## src/rtl/cla_pkg.sv

```systemverilog
package cla_pkg;

    localparam logic [7:0] CH_LF  = 8'h0A;
    localparam logic [7:0] CH_CR  = 8'h0D;
    localparam logic [7:0] CH_DEL = 8'h7F;
    localparam logic [7:0] CH_SP  = 8'h20;
    localparam logic [7:0] CH_NUL = 8'h00;

    typedef enum logic [2:0] {
        BC_LINE_END,
        BC_RETURN,
        BC_ERASE,
        BC_STORE,
        BC_DROP
    } byte_cls_e;

    function automatic byte_cls_e classify(input logic [7:0] b);
        byte_cls_e c;
        if (b == CH_LF)                    c = BC_LINE_END;
        else if (b == CH_CR)               c = BC_RETURN;
        else if (b == CH_DEL)              c = BC_ERASE;
        else if (b >= CH_SP && b < CH_DEL) c = BC_STORE;
        else                               c = BC_DROP;
        return c;
    endfunction

endpackage

```

## src/rtl/cla_echo.sv

```systemverilog
module cla_echo (
    input  logic       clk,
    input  logic       rst_n,
    input  logic       load,
    input  logic [7:0] load_data,
    input  logic       tx_ready,
    output logic       tx_valid,
    output logic [7:0] tx_data,
    output logic       busy
);

    typedef struct packed {
        logic       valid;
        logic [7:0] data;
    } echo_st_t;

    echo_st_t e_d, e_q;

    always_comb begin
        e_d = e_q;
        if (e_q.valid && tx_ready) begin
            e_d.valid = 1'b0;
        end
        if (load) begin
            e_d.valid = 1'b1;
            e_d.data  = load_data;
        end
    end

    always_ff @(posedge clk) begin
        if (!rst_n) begin
            e_q <= '0;
        end else begin
            e_q <= e_d;
        end
    end

    assign tx_valid = e_q.valid;
    assign tx_data  = e_q.data;
    assign busy     = e_q.valid;

endmodule

```

## src/rtl/cla_tok_split.sv

```systemverilog
module cla_tok_split #(
    parameter int DEPTH = 32,
    localparam int PW = $clog2(DEPTH + 1)
) (
    input  logic [DEPTH-1:0][7:0] mem,
    input  logic [PW-1:0]         fill,
    output logic [PW-1:0]         act_len,
    output logic [PW-1:0]         param_ofs
);

    import cla_pkg::*;

    logic [PW-1:0] first_sp;
    logic          found;

    always_comb begin
        first_sp = fill;
        found    = 1'b0;
        for (int i = DEPTH - 1; i >= 0; i--) begin
            if (mem[i] == CH_SP && PW'(i) < fill) begin
                first_sp = PW'(i);
                found    = 1'b1;
            end
        end
    end

    assign act_len   = first_sp;
    assign param_ofs = found ? first_sp + PW'(1) : first_sp;

endmodule

```

## src/rtl/cmd_line_asm.sv

```systemverilog
module cmd_line_asm #(
    parameter int DEPTH = 32,
    localparam int PW = $clog2(DEPTH + 1),
    localparam int IW = (DEPTH > 1) ? $clog2(DEPTH) : 1
) (
    input  logic          clk,
    input  logic          rst_n,
    input  logic          rx_valid,
    input  logic [7:0]    rx_data,
    output logic          rx_ready,
    output logic          tx_valid,
    output logic [7:0]    tx_data,
    input  logic          tx_ready,
    output logic          line_valid,
    input  logic          line_ack,
    output logic [PW-1:0] line_len,
    output logic [PW-1:0] act_len,
    output logic [PW-1:0] param_ofs,
    input  logic [PW-1:0] rd_addr,
    output logic [7:0]    rd_data
);

    import cla_pkg::*;

    typedef struct packed {
        logic [DEPTH-1:0][7:0] mem;
        logic [PW-1:0]         ptr;
        logic                  pend;
        logic [PW-1:0]         len;
        logic [PW-1:0]         act;
        logic [PW-1:0]         par;
    } line_st_t;

    line_st_t s_d, s_q;

    logic          echo_busy;
    logic          accept;
    logic [PW-1:0] tok_act;
    logic [PW-1:0] tok_par;
    logic [PW-1:0] ptr_m1;

    assign rx_ready = !s_q.pend && !echo_busy;
    assign accept   = rx_valid && rx_ready;
    assign ptr_m1   = s_q.ptr - PW'(1);

    cla_echo u_echo (
        .clk       (clk),
        .rst_n     (rst_n),
        .load      (accept),
        .load_data (rx_data),
        .tx_ready  (tx_ready),
        .tx_valid  (tx_valid),
        .tx_data   (tx_data),
        .busy      (echo_busy)
    );

    cla_tok_split #(.DEPTH(DEPTH)) u_split (
        .mem       (s_q.mem),
        .fill      (s_q.ptr),
        .act_len   (tok_act),
        .param_ofs (tok_par)
    );

    always_comb begin
        s_d = s_q;
        if (s_q.pend) begin
            if (line_ack) begin
                s_d.mem  = '0;
                s_d.ptr  = '0;
                s_d.pend = 1'b0;
            end
        end else if (accept) begin
            unique case (classify(rx_data))
                BC_LINE_END: begin
                    s_d.pend = 1'b1;
                    s_d.len  = s_q.ptr;
                    s_d.act  = tok_act;
                    s_d.par  = tok_par;
                end
                BC_ERASE: begin
                    if (s_q.ptr != '0) begin
                        s_d.mem[ptr_m1[IW-1:0]] = CH_NUL;
                        s_d.ptr                 = ptr_m1;
                    end
                end
                BC_STORE: begin
                    if (s_q.ptr < PW'(DEPTH)) begin
                        s_d.mem[s_q.ptr[IW-1:0]] = rx_data;
                        s_d.ptr                  = s_q.ptr + PW'(1);
                    end
                end
                default: ;
            endcase
        end
    end

    always_ff @(posedge clk) begin
        if (!rst_n) begin
            s_q <= '0;
        end else begin
            s_q <= s_d;
        end
    end

    assign line_valid = s_q.pend;
    assign line_len   = s_q.len;
    assign act_len    = s_q.act;
    assign param_ofs  = s_q.par;
    assign rd_data    = (rd_addr < PW'(DEPTH)) ? s_q.mem[rd_addr[IW-1:0]] : CH_NUL;

endmodule

```

## config.mk

```make
export PLATFORM = sky130hd
export DESIGN_NAME = cmd_line_asm
export DESIGN_NICKNAME = d
export VERILOG_FILES = /design/src/rtl/cla_pkg.sv /design/src/rtl/cla_echo.sv /design/src/rtl/cla_tok_split.sv /design/src/rtl/cmd_line_asm.sv
export SDC_FILE = /design/constraint.sdc
export NUM_CORES = 1
export LEC_CHECK = 0
export BUFFER_PORTS_ARGS = -buffer_cell sky130_fd_sc_hd__buf_2
export CAP_MARGIN = 20
export CELL_PAD_IN_SITES_DETAIL_PLACEMENT = 1
export CELL_PAD_IN_SITES_GLOBAL_PLACEMENT = 2
export CORE_ASPECT_RATIO = 0.6
export CORE_MARGIN = 3
export CORE_UTILIZATION = 43
export CTS_CLUSTER_DIAMETER = 100
export DETAILED_ROUTE_END_ITERATION = 12
export PLACE_DENSITY_LB_ADDON = 0.1
export SLEW_MARGIN = 10
export SYNTH_ARGS = -nofsm -noshare
export SYNTH_HDL_FRONTEND = slang
export SYNTH_SLANG_ARGS = --single-unit
```

## constraint.sdc

```tcl
create_clock -name clk -period 11.05 [get_ports clk]
set_input_delay 2.21 -clock clk [delete_from_list [all_inputs] [get_ports clk]]
set_output_delay 2.21 -clock clk [all_outputs]
set_load 0.05 [all_outputs]
```

==> results.json <==
{
  "status": "completed",
  "critical_path_arrival_ns": 4.72,
  "drt-pass1-iter-count": 5,
  "mostFrequentLayoutCells": "291 x nand2_1, 290 x dfxtp_1, 249 x a21oi_1, 217 x o221a_2, 142 x nor2_1",
  "setup_viol": 0,
  "pwr-share-clk_pct": 41.0,
  "routabilityCongestion": 1.05,
  "ir_drop_mv": 0.101,
  "power_switching_uw": 784,
  "critPathBufInv": 4,
  "netlist_instances": 1832,
  "track_usage_pct": 36.7,
  "fp.dieArea_um2": 41400,
  "port_buffers": 55,
  "avgRoutedWirePerCell_um": 33.8,
  "hp-class": "register to register",
  "final_util_pct": 47.8,
  "grt_pass1_vias": 15800,
  "path_clk_slew_ns": 0.06,
  "reg2reg_slack_ns": 6.45,
  "cp_top_family": "multiplexers",
  "die_y_um": 159,
  "min_period_over_period_pct": 62.7,
  "nNetsFinal": 1806,
  "cap_violations": 0,
  "ff_latch_area_um2": 5810,
  "met3_usage_pct": 16.0,
  "worst_pin_slew_ns": 1.22,
  "vias": 16700,
  "yosysUniqueCellTypes": 79,
  "hold_start": "line_len[5]",
  "slowest_delay_ns": 0.57,
  "top_usage_layer": "met1",
  "total_power_mw": 2.58,
  "swShare_pct": 30.4,
  "drt-vias-per-instance": 7.19,
  "critPathLaunchType": "input port",
  "rsz0062_at_grt": "false",
  "cts_tree": "done",
  "drv_slew": 0,
  "ys.flop_type": "dfxtp_1",
  "grt_pass1_wl_um": 113000,
  "fmax_ghz": 0.144,
  "crit-reg2reg-launch": "s_q[20]",
  "internal_power_mw": 1.80,
  "synth-seq-area-share_pct": 34.7,
  "totalWireLength_um": 78400,
  "slowest_stage": "mux4_2",
  "start_util_pct": 44.0,
  "drcViolationCount": 0,
  "overflow": 0,
  "hold_depth": 2,
  "grt_max_degree": 156,
  "power.density_nw_per_um2": 142,
  "combPwrFrac_pct": 15.2,
  "critPathRequiredTime_ns": 8.84,
  "cts_setup_buffers": 0,
  "power_frac_seq_pct": 43.8,
  "rows": 55,
  "areaGrowthSynthToFinish_pct": 8.79,
  "ys_ff_latch": 290,
  "cts-root-buf": "clkbuf_16",
  "period_minus_slack_ns": 6.93,
  "post_synth.cell_area_avg_um2": 9.13,
  "async_flop_share_pct": 0,
  "fin_skew_ns": 0.0171,
  "ant_nets": 0,
  "synth_area_um2": 16700,
  "core-area_um2": 38100,
  "boundaryPins": 56,
  "synth_edf_count": 0,
  "cp_max_fo": 42,
  "die-width_um": 261,
  "rr_endpoint": "param_ofs[2]",
  "final_common_cell": "nand2_1",
  "multi_input_area_um2": 10200,
  "power.leakage_nw": 6.81,
  "met2_usage_pct": 45.0,
  "fillers": 4366,
  "antenna_found_initial": 0,
  "end_kind": "output pin",
  "path_cells": "buf_4 > buf_4 > buf_16 > mux4_2 > mux4_2 > mux2i_1 > nor2_1 > buf_2",
  "cts.sinks": 290,
  "htreeDepth": 1,
  "timing.final.hold_violations": 0,
  "numCtsBuffers": 30,
  "drtIter0Drc": 2423,
  "drive_above_1_share_pct": 27.4,
  "yosys_warnings": 0,
  "ctsResizeCount": 0,
  "clock_path_buffers": 3,
  "place_hpwl_um": 55000,
  "r2r_cells": 14,
  "criticalPathCategory": "input port to output pin",
  "insertion_delay_ns": 0.59,
  "min_to": "line_len[5]",
  "cts_hold_buf": 0,
  "fin_tns_setup_ns": 0,
  "slew-limit-headroom_pct": 18.4,
  "synth_fp_nets": 1859,
  "use_met1_pct": 57.3
}
## per-stage QoR
stage	cells	hold slack (ns)	worst slack [ns]	cell area, um^2
detailed placement	2256	0.468	3.84	17100
global placement	2253	0.453	3.90	17100
CTS	2312	0.478	3.85	18100
finish	2318	0.469	4.12	18200
global route	2316	0.490	3.99	18200
floorplan	1832	0.444	4.36	16700
## metal layers
metal  routed length, um  vias to the layer above
li1                    -                     7004
met1               36000                     8474
met2               28600                     1096
met3               12300                       99
met4                1440                        0
met5                   0                        -
## power by group through the flow
stage | registers (mW) | logic [mW] | clock network (mW)
floorplan | 1.12 | 0.261 | 0
detailed placement | 1.15 | 0.376 | 0
global route | 1.13 | 0.413 | 1.11
finish | 1.13 | 0.392 | 1.06
global placement | 1.15 | 0.368 | 0
CTS | 1.12 | 0.378 | 1.06
## final cells by class
type,count,area share [%]
multi-input cells,1365,55.9
flip-flops and latches,290,31.9
clock buffers,48,5.05
well taps,513,3.53
repair buffers,86,3.10
clock inverters,8,0.426
inverters,6,0.124
diodes,2,0.0275
## Yosys cell counts, types with 12 or more instances
cell	count	area share, %
nor4_1	39	1.5
a21oi_1	249	7.4
nand2_1	294	6.6
buf_1	16	0.36
o21ai_0	24	0.72
and3_1	12	0.45
o21ai_2	28	1.5
clkbuf_1	119	2.7
mux4_2	80	11
nor2_1	142	3.2
buf_4	20	0.90
and2_1	15	0.56
dfxtp_1	290	35
o221a_2	217	15
nor3_1	19	0.57
o211a_1	39	2.3
nor4b_1	30	1.6
## worst max path at each step
stage	from	end	cells after the start
2_1_floorplan	rd_addr[0]	rd_data[0]	6
5_1_grt	rd_addr[0]	rd_data[2]	8
3_5_place_dp	rd_addr[0]	rd_data[3]	7
3_3_place_gp	rd_addr[0]	rd_data[3]	7
6_report	rd_addr[0]	rd_data[3]	8
4_1_cts	rd_addr[0]	rd_data[3]	7
## state kept, by name, summed over array words and instances, names as in the netlist
signal / cells
u_echo.busy: 1
line_len: 6
u_echo.tx_data: 8
act_len: 6
s_q: 262
line_valid: 1
param_ofs: 6
## worst register-to-register path: stages, from the launching register on
cell and delay [ns]:
dfxtp_1 0.95, inv_1 0.21, ha_1 0.44, nand2b_1 0.74, a31oi_1 0.26, o21a_1 0.27, a31oi_1 0.21, o221ai_1 0.21
a31oi_1 0.46, nor2_1 0.09, ha_1 0.20, nand2_1 0.09, xnor2_1 0.14, nand2_1 0.08, o211a_1 0.16
## kinds of logic after synthesis
kind of cell / count (synthesis) / synth area share, %
compound gates: 639 / 30.7
simple gates: 622 / 17.5
flops: 290 / 34.7
buf+inv: 177 / 4.78
mux: 89 / 11.3
fa+ha+maj: 8 / 0.598
xor+xnor: 7 / 0.366
Note: power is estimated with default switching activity, not from simulation.
